$ cat config.mk
export PLATFORM = sky130hd
export DESIGN_NAME = hz_guard
export DESIGN_NICKNAME = d
export VERILOG_FILES = /design/src/rtl/hz_pkg.sv /design/src/rtl/hz_zone_match.sv /design/src/rtl/hz_bank_cfg.sv /design/src/rtl/hz_guard.sv
export SDC_FILE = /design/constraint.sdc
export NUM_CORES = 1
export LEC_CHECK = 0
export ABC_AREA = 1
export ABC_CLOCK_PERIOD_IN_PS = 2000
export BUFFER_PORTS_ARGS = -buffer_cell sky130_fd_sc_hd__buf_2
export CAP_MARGIN = 20
export CORE_MARGIN = 8
export CORE_UTILIZATION = 49
export CTS_BUF_LIST = sky130_fd_sc_hd__clkbuf_4 sky130_fd_sc_hd__clkbuf_8
export CTS_CLUSTER_DIAMETER = 80
export DETAILED_ROUTE_END_ITERATION = 7
export PLACE_DENSITY = 0.84
export SETUP_SLACK_MARGIN = 0.2
export SLEW_MARGIN = 20
export SYNTH_ARGS = -nofsm -noshare
export SYNTH_HDL_FRONTEND = slang
export SYNTH_HIERARCHICAL = 1
export SYNTH_SLANG_ARGS = --single-unit
$ cat constraint.sdc
create_clock -name clk -period 2 [get_ports clk]
set_clock_uncertainty 0.1 [all_clocks]
set_input_delay 0.4 -clock clk [delete_from_list [all_inputs] [get_ports clk]]
set_output_delay 0.4 -clock clk [all_outputs]
set_load 0.05 [all_outputs]
$ cat src/rtl/hz_pkg.sv
package hz_pkg;
    localparam int SECT_LSB  = 13;
    localparam int NUM_BANKS = 2;

    typedef enum logic [1:0] {
        ERS_NONE  = 2'd0,
        ERS_DONE  = 2'd1,
        ERS_ABORT = 2'd2
    } ers_e;
endpackage

$ cat src/rtl/hz_zone_match.sv
module hz_zone_match #(
    parameter int SECT_W = 7
) (
    input  logic [SECT_W-1:0] sect,
    input  logic [SECT_W-1:0] start,
    input  logic [SECT_W-1:0] zend,
    input  logic              en,
    input  logic              hide,
    output logic              hit,
    output logic              area
);
    logic above_start, below_end;

    always_comb begin
        above_start = (sect >= start);
        below_end   = (sect <= zend);
        hit         = en && hide && above_start && below_end;
        area        = en && (zend >= start);
    end
endmodule

$ cat src/rtl/hz_bank_cfg.sv
module hz_bank_cfg #(
    parameter int SECT_W = 7
) (
    input  logic              clk,
    input  logic              rst_n,
    input  logic              zone_we,
    input  logic              hide_we,
    input  logic              wr_secure,
    input  logic              lvl2,
    input  logic [SECT_W-1:0] end_wr,
    input  logic              en_wr,
    input  logic              hide_wr,
    output logic [SECT_W-1:0] end_q,
    output logic              en_q,
    output logic              hide_q,
    output logic              reject
);
    typedef struct packed {
        logic [SECT_W-1:0] zend;
        logic              en;
        logic              hide;
    } cfg_t;

    cfg_t s_d, s_q;
    logic hidden_q;
    logic resize_ok;

    assign hidden_q = s_q.en && s_q.hide;
    assign end_q    = s_q.zend;
    assign en_q     = s_q.en;
    assign hide_q   = s_q.hide;

    always_comb begin
        s_d       = s_q;
        reject    = 1'b0;
        resize_ok = wr_secure && !hidden_q && !lvl2;
        if (zone_we) begin
            if (resize_ok) begin
                s_d.zend = end_wr;
                s_d.en   = en_wr;
            end else begin
                reject = 1'b1;
            end
        end
        if (hide_we) begin
            if (!wr_secure) begin
                reject = 1'b1;
            end else if (hide_wr) begin
                s_d.hide = 1'b1;
            end
        end
    end

    always_ff @(posedge clk or negedge rst_n) begin
        if (!rst_n) s_q <= '0;
        else        s_q <= s_d;
    end

    a_r4_hide_sticky: assert property (@(posedge clk) disable iff (!rst_n)
        hide_q |=> hide_q);
    a_r4_zero_write_ignored: assert property (@(posedge clk) disable iff (!rst_n)
        (hide_we && !hide_wr && !hide_q) |=> !hide_q);
    a_r5_resize_applied: assert property (@(posedge clk) disable iff (!rst_n)
        (zone_we && wr_secure && !(en_q && hide_q) && !lvl2)
        |=> (end_q == $past(end_wr)) && (en_q == $past(en_wr)));
    a_r6_locked_zone: assert property (@(posedge clk) disable iff (!rst_n)
        (zone_we && ((en_q && hide_q) || lvl2)) |=> $stable(end_q) && $stable(en_q));
    a_r7_nonsecure_ignored: assert property (@(posedge clk) disable iff (!rst_n)
        (zone_we && !wr_secure) |=> $stable(end_q) && $stable(en_q));
endmodule

$ cat src/rtl/hz_guard.sv
module hz_guard
    import hz_pkg::*;
#(
    parameter int SECT_W = 7,
    parameter int DATA_W = 32
) (
    input  logic                             clk,
    input  logic                             rst_n,
    input  logic                             lvl2,
    input  logic [NUM_BANKS-1:0][SECT_W-1:0] wm_start,
    input  logic [NUM_BANKS-1:0]             wrp_flag,
    input  logic                             acc_valid,
    input  logic [SECT_W:0]                  acc_addr,
    input  logic [DATA_W-1:0]                arr_rdata,
    output logic                             resp_valid,
    output logic                             resp_err,
    output logic [DATA_W-1:0]                resp_rdata,
    input  logic                             cfg_zone_we,
    input  logic                             cfg_hide_we,
    input  logic                             cfg_bank,
    input  logic                             cfg_secure,
    input  logic [SECT_W-1:0]                cfg_end,
    input  logic                             cfg_en,
    input  logic                             cfg_hide,
    output logic                             cfg_err,
    input  logic                             erase_req,
    input  logic                             erase_bank,
    output logic                             erase_done,
    output logic                             erase_abort
);
    localparam int BANK_BIT = SECT_W;

    typedef struct packed {
        logic rv;
        logic rerr;
        logic cerr;
        ers_e ers;
    } resp_t;

    resp_t s_d, s_q;

    logic [SECT_W-1:0]                acc_sect;
    logic                             acc_bank;
    logic [NUM_BANKS-1:0][SECT_W-1:0] zend;
    logic [NUM_BANKS-1:0]             zen, zhide, rej, hit, area;

    assign acc_bank = acc_addr[BANK_BIT];
    assign acc_sect = acc_addr[SECT_W-1:0];

    for (genvar b = 0; b < NUM_BANKS; b++) begin : g_bank
        hz_bank_cfg #(.SECT_W(SECT_W)) u_cfg (
            .clk       (clk),
            .rst_n     (rst_n),
            .zone_we   (cfg_zone_we && (cfg_bank == 1'(b))),
            .hide_we   (cfg_hide_we && (cfg_bank == 1'(b))),
            .wr_secure (cfg_secure),
            .lvl2      (lvl2),
            .end_wr    (cfg_end),
            .en_wr     (cfg_en),
            .hide_wr   (cfg_hide),
            .end_q     (zend[b]),
            .en_q      (zen[b]),
            .hide_q    (zhide[b]),
            .reject    (rej[b])
        );
        hz_zone_match #(.SECT_W(SECT_W)) u_match (
            .sect  (acc_sect),
            .start (wm_start[b]),
            .zend  (zend[b]),
            .en    (zen[b]),
            .hide  (zhide[b]),
            .hit   (hit[b]),
            .area  (area[b])
        );
    end

    always_comb begin
        s_d      = s_q;
        s_d.rv   = acc_valid;
        s_d.rerr = acc_valid && hit[acc_bank];
        s_d.cerr = |rej;
        if (!erase_req)
            s_d.ers = ERS_NONE;
        else if (wrp_flag[erase_bank] || area[erase_bank])
            s_d.ers = ERS_ABORT;
        else
            s_d.ers = ERS_DONE;
    end

    always_ff @(posedge clk or negedge rst_n) begin
        if (!rst_n) s_q <= '{rv: 1'b0, rerr: 1'b0, cerr: 1'b0, ers: ERS_NONE};
        else        s_q <= s_d;
    end

    assign resp_valid  = s_q.rv;
    assign resp_err    = s_q.rerr;
    assign resp_rdata  = s_q.rerr ? '0 : arr_rdata;
    assign cfg_err     = s_q.cerr;
    assign erase_done  = (s_q.ers == ERS_DONE);
    assign erase_abort = (s_q.ers == ERS_ABORT);

    a_r2_deny_hit: assert property (@(posedge clk) disable iff (!rst_n)
        (acc_valid && hit[acc_bank]) |=> (resp_valid && resp_err));
    a_r3_zero_data: assert property (@(posedge clk) disable iff (!rst_n)
        resp_err |-> (resp_rdata == '0));
    a_r3_err_with_valid: assert property (@(posedge clk) disable iff (!rst_n)
        !resp_valid |-> !resp_err);
    a_r8_one_outcome: assert property (@(posedge clk) disable iff (!rst_n)
        $onehot0({erase_done, erase_abort}));
    a_r8_wrp_aborts: assert property (@(posedge clk) disable iff (!rst_n)
        (erase_req && wrp_flag[erase_bank]) |=> erase_abort);
    a_r8_idle_quiet: assert property (@(posedge clk) disable iff (!rst_n)
        !erase_req |=> !(erase_done || erase_abort));
endmodule

==> results of run 1 <==
==> through the flow <==
stage / total power, mW / hold WS [ps] / worst slack, ps / util (%) / std cells
floorplan: 1.366 / 4.409 / -4.221 / - / 373
finish: 1.979 / 4.882 / 248.1 / 65.13 / 556
CTS: 1.931 / 21.12 / 218.6 / 63.00 / 555
detailed placement: 1.631 / 306.2 / 191.2 / 62.02 / 551
global placement: 1.579 / 292.7 / 228.5 / 62.02 / 551
global route: 2.149 / 37.85 / 141.5 / 65.13 / 556
==> worst max-delay path: cells and delay by family, from the launching register on <==
| family | cells | cell delay (ps) |
|---|---|---|
| buf+inv | 2 | 500 |
| flops | 1 | 370 |
| simple gates | 1 | 120 |
==> cell type report <==
cell class                 count  area share (%)
clock buffer                   4           1.505
inverter                      94           10.88
multi-input combinational    251           47.16
sequential                    23           17.75
tap                           70           2.702
timing repair buffer         114           19.99
==> metal layers <==
| metal | vias up | GRT usage (%) | wire length (um) |
|---|---|---|---|
| li1 | 1382 | - | - |
| met1 | 1178 | 20.12 | 2962 |
| met2 | 92 | 33.17 | 3783 |
| met3 | 13 | 4.151 | 465 |
| met4 | 0 | 3.125 | 65 |
| met5 | - | 0 | 0 |
==> synth_stat cells <==
master     n
nor2_8     2
o21ai_0    3
nand4_4    2
a31o_1     2
dfrtp_1   23
nand2_2    2
inv_1     90
ha_1      42
or2_2      1
buf_6      3
nand3b_1   3
nor3_1     2
a21o_2     2
a21oi_1   16
nand2_1   96
nand3_1   10
nor2_1    50
nand4_1   18
inv_2      4
buf_4      2
==> registers in the layout, indices dropped and copies added, names as in the netlist <==
name / flops
s_q: 2
g_bank.u_cfg/end_q: 14
cfg_err: 1
resp_valid: 1
g_bank.u_cfg/en_q: 2
resp_err: 1
g_bank.u_cfg/hide_q: 2
==> power groups by stage <==
stage	registers, mW	logic (mW)	clock network (mW)
2_1_floorplan	0.630	0.736	0
3_3_place_gp	0.641	0.938	0
3_5_place_dp	0.644	0.987	0
4_1_cts	0.636	0.995	0.300
5_1_grt	0.650	1.18	0.321
6_report	0.641	1.05	0.288
==> path summary, 6_finish.rpt <==
path,cells after the start,start,slack (ps),endpoint
worst max-delay path,3,resp_err,250,resp_rdata[14]
worst min-delay path,1,rst_n,5,g_bank[0].u_cfg/en_q
worst max register to register,11,g_bank[0].u_cfg/end_q[2],310,s_q[1]
worst min register to register,2,g_bank[0].u_cfg/end_q[0],420,g_bank[0].u_cfg/end_q[0]
max in group asynchronous,1,rst_n,1440,g_bank[1].u_cfg/hide_q
min in group clk,1,acc_valid,160,resp_valid
==> logic make-up after synthesis <==
group                      share of synthesized area [%]
DFF                                                23.23
adders and majority gates                          21.21
and+or+nand+nor                                    34.09
AOI/OAI and AO/OA                                  5.253
buffers and inverters                              16.21
==> timing repair <==
action	in CTS	in global routing
hold buffers	0	0
setup endpoints to repair	0	28
gates resized for setup	0	47
buffers inserted	0	1
==> results by group, run 1 <==
Final layout
  – Diodes inserted: 0
  – Nets: 604
  – Layout area overhead: 30.86%
  – Sequential Area: 575.6 um2
  – Layout filler cell count: 472
  – Multi-input gate area in the final layout: 1529 um2
  – Share of cells above drive strength 1: 28.40%
  – Design Area, Final: 3242 um2
  – Most frequent cells in the layout: nand2_1 (94), inv_1 (90), buf_2 (86)
  – Commonest non-fill, non-tap cell in the layout: nand2_1

Die
  – Die Width: 87.11 um
  – IO Count: 112
  – Row count: 26
  – Die Area: 7587 um2
  – Die extent in y: 87.11 um
  – Core Region: 4977 um2
  – Initial core utilization: 49.77%

Synth
  – Sequential share of the synthesized area: 23.23%
  – Synthesized area: 2477 um2
  – Synth area leader: dfrtp_1
  – #FFs+latches synth: 23
  – Share of the synthesized area in the top cell type: 23.23%
  – Cells after Synth: 373
  – Count of cell types in the netlist: 20
  – Yosys warning count: 6
  – Syn Area/Cell: 6.642 um2
  – Area contributors post-synth: dfrtp_1 (23%), ha_1 (21%), nand2_1 (15%)
  – Syn Nets: 490

Timing
  – Slew @ Worst Pin: 513.8 ps
  – Slew headroom: 65.75%
  – Fmax: 0.5708 GHz
  – Final setup fails: 0
  – Period utilisation layout: 87.59%
  – Final setup TNS: 0 ps
  – Fin. max-slew vios: 0
  – Final hold violation count: 0
  – RSZ-0062 raised after global routing: true
  – Tmin final: 1752 ps

CTS
  – CTS tree: done
  – Total CTS buffers: 3
  – Clk_lat worst skew: 260 ps
  – Clk pin slew, worst setup/hold paths: 80 ps
  – Root Buffer: clkbuf_8
  – Clock sinks: 23
  – Clock buffer depth: 2
  – H-tree levels: 1

Status
  – Run status: completed

Global route
  – Largest net degree at the start of global routing: 34
  – First-pass GRT wire length: 11.15 mm
  – Vias in the first global route: 2649
  – GRT Util Overall: 17.82%
  – GRT overflow: 0
  – Initial antenna violation count: 0

Route
  – Wire per inst: 13.09 um
  – Post-Route WL: 7.277 mm
  – Pre-Repair DR Iteration Count: 5
  – Final ANT Viol Nets: 0
  – Total number of vias: 2665
  – DR vias/cell: 4.793
  – Initial DRC count: 106
  – Post-route DRC: 0

Run
  – Max Cap Viol: 0

Power
  – Clk pwr share: 14.6%
  – Reg power frac: 32.4%
  – Peak VDD IR: 0.0005432 V
  – Net Sw Frac: 44.99%
  – Logic gate share of total power: 53.0%
  – Net Sw Power: 0.8904 mW
  – P_leak: 2.066 nW
  – Pwr/cell area: 610.5 nW/um2
  – Internal power: 1.089 mW

Setup path
  – CP Cell Sequence: buf_4 -> nor2_1 -> buf_2
  – Worst path slowest cell: dfrtp_1
  – Crit-path max FO: 33
  – Worst path max stage delay: 370 ps
  – Crit path DAT: 1250 ps
  – Critical path class: reg2out
  – Worst EP required: 1500 ps
  – Startpoint Class: flop
  – CP Capture Type: output port

Placed design
  – Hpwl dp: 6.016 mm
  – RePlAce Congestion: 0.8451
  – Placed cell areas: 3087 um2
  – IO buf count: 111

Hold path
  – Worst Hold Class: in2async
Power figures use the tool's default switching activity.
==> run 2: changes to the inputs <==
ABC_AREA = unset   (was 1)
CORE_UTILIZATION = 48   (was 49)
==> run 2 against run 1 <==
Combinational power grew 82%. Routed wire length grew 6.5%. Clock power is 7.6% higher. Fmax shrank 8.5%. Largest cell class unchanged. Via count down 20%.
==> results by group, run 2 <==
Synth
  – Ys flop type: dfrtp_1
  – Count leader, synth: ha_1
  – Synth area leader: dfrtp_1
  – Sequential share of the synthesized area: 25.73% (+2.5 points)
  – #FFs+latches synth: 23 (unchanged)
  – Area contributors post-synth: dfrtp_1 (26%), ha_1 (23%), mux2_4 (11%)
  – Yosys warning count: 6 (unchanged)
  – Count of cell types in the netlist: 31 (+55%)
  – Syn Nets: 346 (-29%)
  – Cells after Synth: 229 (-39%)
  – Post-synth EDFFs: 0 (unchanged)
  – Syn Area/Cell: 9.769 um2 (+47%)
  – Share of the synthesized area in the top cell type: 25.73% (+2.5 points)
  – Ys async rst share: 100.0% (unchanged)
  – Top cells by count, synth: ha_1 (42), inv_1 (30), and2b_1 (24)
  – Synthesized area: 2237 um2 (-9.7%)

Timing
  – Final hold slack: 16.42 ps (+11.53 ps)
  – Post-route setup slack: 85.62 ps (-162.5 ps)
  – Slew @ Worst Pin: 558.0 ps (+44.28 ps)
  – RSZ-0062 raised after global routing: true
  – Tmin final: 1914 ps (+162.5 ps)
  – Final hold violation count: 0 (unchanged)
  – Period utilisation layout: 95.72% (+8.1 points)
  – Fin. max-slew vios: 0 (unchanged)
  – Fmax: 0.5224 GHz (-8.5%)
  – Slew headroom: 62.80% (-3.0 points)
  – Final setup fails: 0 (unchanged)

Final layout
  – Most frequent cells in the layout: buf_2 (80), ha_1 (36), inv_1 (25)
  – Share of cells above drive strength 1: 54.70% (+26 points)
  – Nets: 469 (-22%)
  – Layout filler cell count: 304 (-36%)
  – Layout area overhead: 50.17%
  – Commonest non-fill, non-tap cell in the layout: buf_2
  – Diodes inserted: 0 (unchanged)
  – Number of flip-flops under the largest register name: 14 (unchanged)

Die
  – Die extent in y: 84.27 um (-3.3%)
  – IO Count: 112 (unchanged)
  – Die Area: 7101 um2 (-6.4%)
  – Row count: 25 (-3.8%)
  – Core Region: 4598 um2 (-7.6%)
  – Initial core utilization: 48.65% (-1.1 points)
  – Die Width: 84.27 um (-3.3%)

Hold path
  – Worst Hold Class: in2async

Setup path
  – Buf/Inv on CP: 1 (-1)
  – CP Capture Type: flop
  – Crit-path max FO: 2 (-94%)
  – Worst reg2reg startpoint: g_bank[1].u_cfg/end_q[0]
  – Worst R2R Setup Slack: 90 ps (-220 ps)
  – Worst EP required: 2060 ps (+560 ps)
  – Worst path max stage delay: 400 ps (+30 ps)
  – Critical path's top delay family: simple AND/OR/NAND/NOR gates
  – CP Cell Sequence: inv_2 -> ha_4 -> nand2b_4 -> a21o_1 -> a21oi_2 -> o211ai_1 -> or3b_1 -> and3_1
  – Startpoint Class: flop
  – R2r endpoint: s_q[1]
  – Critical path class: reg2reg
  – Crit path DAT: 1980 ps (+730 ps)
  – FF-to-FF path depth: 8 (-3)
  – Worst path slowest cell: dfrtp_1

Global route
  – Met1 usage: 20.22% (+0.096 points)
  – Largest net degree at the start of global routing: 24 (-29%)
  – Global Route met2 Usage: 37.12% (+3.9 points)
  – Initial antenna violation count: 0 (unchanged)
  – GRT Util Overall: 19.72% (+1.9 points)
  – Vias in the first global route: 2338 (-12%)
  – First-pass GRT wire length: 11.52 mm (+3.3%)
  – Most used routing layer: met2
  – Met3 Usage GRT: 5.808% (+1.7 points)
  – GRT overflow: 0 (unchanged)

CTS
  – CTS tree: done
  – # hold bufs at CTS: 0 (unchanged)
  – Clock sinks: 23 (unchanged)
  – Total CTS buffers: 3 (unchanged)
  – Clock buffer depth: 2 (unchanged)
  – Root Buffer: clkbuf_8
  – H-tree levels: 1 (unchanged)
  – Clk_lat worst skew: 260 ps (about the same)
  – Clk pin slew, worst setup/hold paths: 80 ps (about the same)

Placed design
  – Place WS: -78.98 ps (-270.2 ps)
  – Hpwl dp: 5.663 mm (-5.9%)
  – IO buf count: 111 (unchanged)
  – RePlAce Congestion: 0.8206 (-2.9%)

Power
  – Internal power: 1.707 mW (+57%)
  – Peak VDD IR: 0.0003834 V (-29%)
  – Net Sw Frac: 42.86% (-2.1 points)
  – Reg power frac: 25.8% (-6.6 points)
  – Pwr/cell area: 889.5 nW/um2 (+46%)
  – P_leak: 1.789 nW (-13%)
  – Logic gate share of total power: 63.9% (+11 points)
  – Clk pwr share: 10.4% (-4.2 points)
  – Net Sw Power: 1.281 mW (+44%)

Route
  – Post-route DRC: 0 (unchanged)
  – Initial DRC count: 51 (-52%)
  – Pre-Repair DR Iteration Count: 4 (-1)
  – Total number of vias: 2137 (-20%)
  – Wire per inst: 19.13 um (+46%)
  – DR vias/cell: 5.277 (+10%)
  – Post-Route WL: 7.749 mm (+6.5%)
  – Final ANT Viol Nets: 0 (unchanged)

Run
  – Max Cap Viol: 0 (unchanged)

Status
  – Run status: completed
==> run 2: cell count changes in the layout (fill, tap and decap cells not counted), moves of 12 or more <==
| cell | previous run | this run |
|---|---|---|
| nor2_1 | 47 | 4 |
| nand2_1 | 94 | 6 |
| nand4_1 | 18 | 2 |
| buf_6 | 2 | 17 |
| inv_1 | 90 | 25 |
| clkbuf_4 | 14 | 1 |
| buf_8 | 0 | 12 |
| and2b_2 | 0 | 24 |
| nor2b_1 | 0 | 16 |
| mux2_4 | 0 | 16 |
==> run 2: cell type report <==
cell class	count	area [um2]	area share, %
Inverter	30	112.6	3.352
Multi-Input combinational cell	171	1657	49.31
Sequential cell	23	579.3	17.24
Clock buffer	4	48.80	1.453
Timing Repair Buffer	123	894.6	26.63
Tap cell	54	67.56	2.011
==> run 2: through the flow <==
stage | std cells | TNS, ps | power [mW] | utilization, % | area, um2
after floorplan | 229 | -183.9 | 1.916 | - | 2300
after global placement | 393 | -36.54 | 2.257 | 63.48 | 2919
after detailed placement | 393 | -111.8 | 2.328 | 63.48 | 2919
after CTS | 402 | 0 | 2.871 | 70.39 | 3237
after global routing | 405 | -3.574 | 3.202 | 73.06 | 3359
final | 405 | 0 | 2.988 | 73.06 | 3359
==> run 2: worst max-delay path by stage <==
stage                        startpoint             end  slack (ps)  depth (start not counted)
6_report       g_bank[1].u_cfg/end_q[0]          s_q[1]          90                          8
2_1_floorplan                  resp_err  resp_rdata[11]         -30                          2
3_3_place_gp                wm_start[7]          s_q[1]         -40                          8
5_1_grt        g_bank[1].u_cfg/end_q[0]          s_q[1]          -4                          8
4_1_cts        g_bank[1].u_cfg/end_q[0]          s_q[1]          90                          8
3_5_place_dp                wm_start[7]          s_q[1]         -80                          8
==> run 2: timing repair <==
action / CTS / global route
endpoints found under the setup margin: 36 / 28
gates cloned: 0 / 2
hold endpoints to repair: 0 / 0
gates resized for setup: 68 / 20
setup buffers: 5 / 1
pin swaps: 13 / 12
==> run 2: cells by family (layout without fill, tap and decap cells) <==
logic type / Yosys count / after routing / synth area share (%)
compound gates: 41 / 41 / 13.09
fa+ha+maj: 42 / 42 / 23.49
buf+inv: 35 / 157 / 6.544
flops: 23 / 23 / 25.73
mux: 17 / 17 / 11.19
simple gates: 71 / 71 / 19.97
==> run 2: power by group through the flow <==
stage          Clock, mW  Sequential (mW)  Combinational [mW]
2_1_floorplan          0            0.745                1.17
3_3_place_gp           0            0.779                1.48
3_5_place_dp           0            0.779                1.55
4_1_cts            0.317            0.758                1.80
5_1_grt            0.336            0.791                2.07
6_report           0.310            0.770                1.91
==> run 2: layer usage <==
metal,share of wire (%),vias to the layer above
met5,0,-
met2,52,89
met3,6.7,14
met1,39,994
met4,2.4,0
li1,-,1040
==> run 3: changes to the inputs <==
RECOVER_POWER = 100   (was unset)
==> run 3 against run 2 <==
Routed wire length barely moved. Combinational power fell by 9%. Sequential power fell by 1%. Setup slack got worse by 65 ps. Fmax fell by 3.3%. Utilization fell by 4.1 points. Cell area fell by 5.7%. Cell count did not move. Non-clock buffer count did not move. Largest cell class unchanged.
==> results by group, run 3 (synthesized netlist as in run 2, its figures left out) <==
Route
  – Total number of vias: 2151 (+0.66%)
  – Initial DRC count: 43 (-16%)
  – Post-Route WL: 7.750 mm (about the same)
  – Pre-Repair DR Iteration Count: 4 (unchanged)
  – Final ANT Viol Nets: 0 (unchanged)
  – Wire per inst: 19.14 um (about the same)
  – Post-route DRC: 0 (unchanged)
  – DR vias/cell: 5.311 (+0.66%)

CTS
  – Clock sinks: 23 (unchanged)
  – # hold bufs at CTS: 0 (unchanged)
  – H-tree levels: 1 (unchanged)
  – Total CTS buffers: 3 (unchanged)
  – Clk pin slew, worst setup/hold paths: 80 ps (about the same)
  – Clock buffer depth: 2 (unchanged)
  – Clk_lat worst skew: 260 ps (about the same)
  – CTS tree: done
  – Root Buffer: clkbuf_8

Final layout
  – Layout area overhead: 41.67%
  – Post-layout util: 68.93% (-4.1 points)
  – Diodes inserted: 0 (unchanged)
  – Finished Layout Cells: 405 (unchanged)
  – Most frequent cells in the layout: buf_2 (72), ha_1 (36), inv_1 (25)
  – Share of cells above drive strength 1: 47.29% (-7.4 points)
  – Design Area, Final: 3169 um2 (-5.7%)
  – Nets: 469 (unchanged)
  – Commonest non-fill, non-tap cell in the layout: buf_2
  – Number of flip-flops under the largest register name: 14 (unchanged)

Power
  – Net Sw Power: 1.256 mW (-2.0%)
  – Clk pwr share: 11.0% (+0.6 points)
  – Logic gate share of total power: 62.0% (-1.9 points)
  – P_leak: 1.688 nW (-5.7%)
  – Net Sw Frac: 44.65% (+1.8 points)
  – Reg power frac: 27.0% (+1.2 points)
  – Pwr/cell area: 887.2 nW/um2 (-0.25%)
  – Internal power: 1.556 mW (-8.9%)
  – Peak VDD IR: 0.0003726 V (-2.8%)

Placed design
  – Hpwl dp: 5.663 mm (unchanged)
  – Placed cell areas: 2919 um2 (unchanged)
  – Placed cell count: 393 (unchanged)
  – IO buf count: 111 (unchanged)
  – RePlAce Congestion: 0.8206 (unchanged)

Die
  – Die extent in y: 84.27 um (unchanged)
  – Die Width: 84.27 um (unchanged)
  – Initial core utilization: 48.65% (unchanged)
  – Core Region: 4598 um2 (unchanged)
  – IO Count: 112 (unchanged)
  – Row count: 25 (unchanged)
  – Die Area: 7101 um2 (unchanged)

Timing
  – Fin. max-slew vios: 0 (unchanged)
  – Final hold slack: 167.5 ps (+151.1 ps)
  – Period utilisation layout: 98.98% (+3.3 points)
  – Final hold violation count: 0 (unchanged)
  – Tmin final: 1980 ps (+65.26 ps)
  – Fmax: 0.5051 GHz (-3.3%)
  – RSZ-0062 raised after global routing: true
  – Final setup fails: 0 (unchanged)
  – Slew @ Worst Pin: 1351 ps (+792.6 ps)
  – Slew headroom: 9.956% (-53 points)

Setup path
  – Worst EP required: 1500 ps (-560 ps)
  – Startpoint Class: flop
  – CP Capture Type: output port
  – Critical path class: reg2out
  – Crit-path max FO: 8 (+6)
  – Crit path DAT: 1480 ps (-500 ps)

Status
  – Run status: completed

Global route
  – Vias in the first global route: 2338 (unchanged)
  – GRT overflow: 0 (unchanged)
  – Initial antenna violation count: 0 (unchanged)
  – Largest net degree at the start of global routing: 24 (unchanged)
  – GRT Util Overall: 19.72% (unchanged)
  – First-pass GRT wire length: 11.52 mm (unchanged)

Hold path
  – Worst Hold Class: in2reg

Run
  – Max Cap Viol: 0 (unchanged)
[run 3: power by group through the flow]
| stage | Clock [mW] | Sequential, mW | Combinational [mW] |
|---|---|---|---|
| after floorplan | 0 | 0.745 | 1.17 |
| after CTS | 0.317 | 0.758 | 1.80 |
| final | 0.309 | 0.760 | 1.74 |
| after detailed placement | 0 | 0.779 | 1.55 |
| after global routing | 0.336 | 0.782 | 1.90 |
| after global placement | 0 | 0.779 | 1.48 |
[run 3: repair_timing]
action,CTS,global route
buffers inserted,5,1
hold endpoints to repair,0,0
gates cloned,0,2
gates resized for setup,68,20
setup endpoints to repair,36,28
pin swaps,13,12
[run 3: metrics by stage]
step | TNS (ps) | worst slack, ps | total power, mW
after global routing | -9.427 | -5.853 | 3.022
after detailed placement | -111.8 | -78.98 | 2.328
after global placement | -36.54 | -36.54 | 2.257
after CTS | 0 | 91.32 | 2.871
final | 0 | 20.37 | 2.812
after floorplan | -183.9 | -30.65 | 1.916
[run 3: worst max-delay path, stage by stage (launching register included)]
cell	delay [ps]
dfrtp_1	530
clkbuf_2	280
and2b_2	260
buf_6	150
[run 3: cell type report]
type | instances | area, um2
Sequential cell | 23 | 575.6
Clock buffer | 4 | 48.80
Multi-Input combinational cell | 171 | 1600
Timing Repair Buffer | 123 | 764.5
Inverter | 30 | 112.6
Tap cell | 54 | 67.56
Fill cell | 368 | 1429
[run 3: metal layers]
| metal | share of wire [%] | vias to the layer above | global-route usage, % |
|---|---|---|---|
| met4 | 2.3 | 0 | 5.808 |
| met5 | 0 | - | 0 |
| met3 | 7.5 | 14 | 5.808 |
| li1 | - | 1040 | - |
| met2 | 53 | 91 | 37.12 |
| met1 | 38 | 1006 | 20.22 |
[run 3: final timing paths]
kind | endpoint | slack [ps] | depth (start not counted) | startpoint
setup / recovery | resp_rdata[28] | 20 | 3 | resp_err
hold / removal | resp_valid | 170 | 1 | acc_valid
setup reg to reg | s_q[1] | 80 | 8 | g_bank[1].u_cfg/end_q[0]
hold reg to reg | g_bank[1].u_cfg/hide_q | 420 | 1 | g_bank[1].u_cfg/hide_q
max in group asynchronous | resp_valid | 690 | 1 | rst_n
min in group asynchronous | g_bank[0].u_cfg/hide_q | 320 | 1 | rst_n
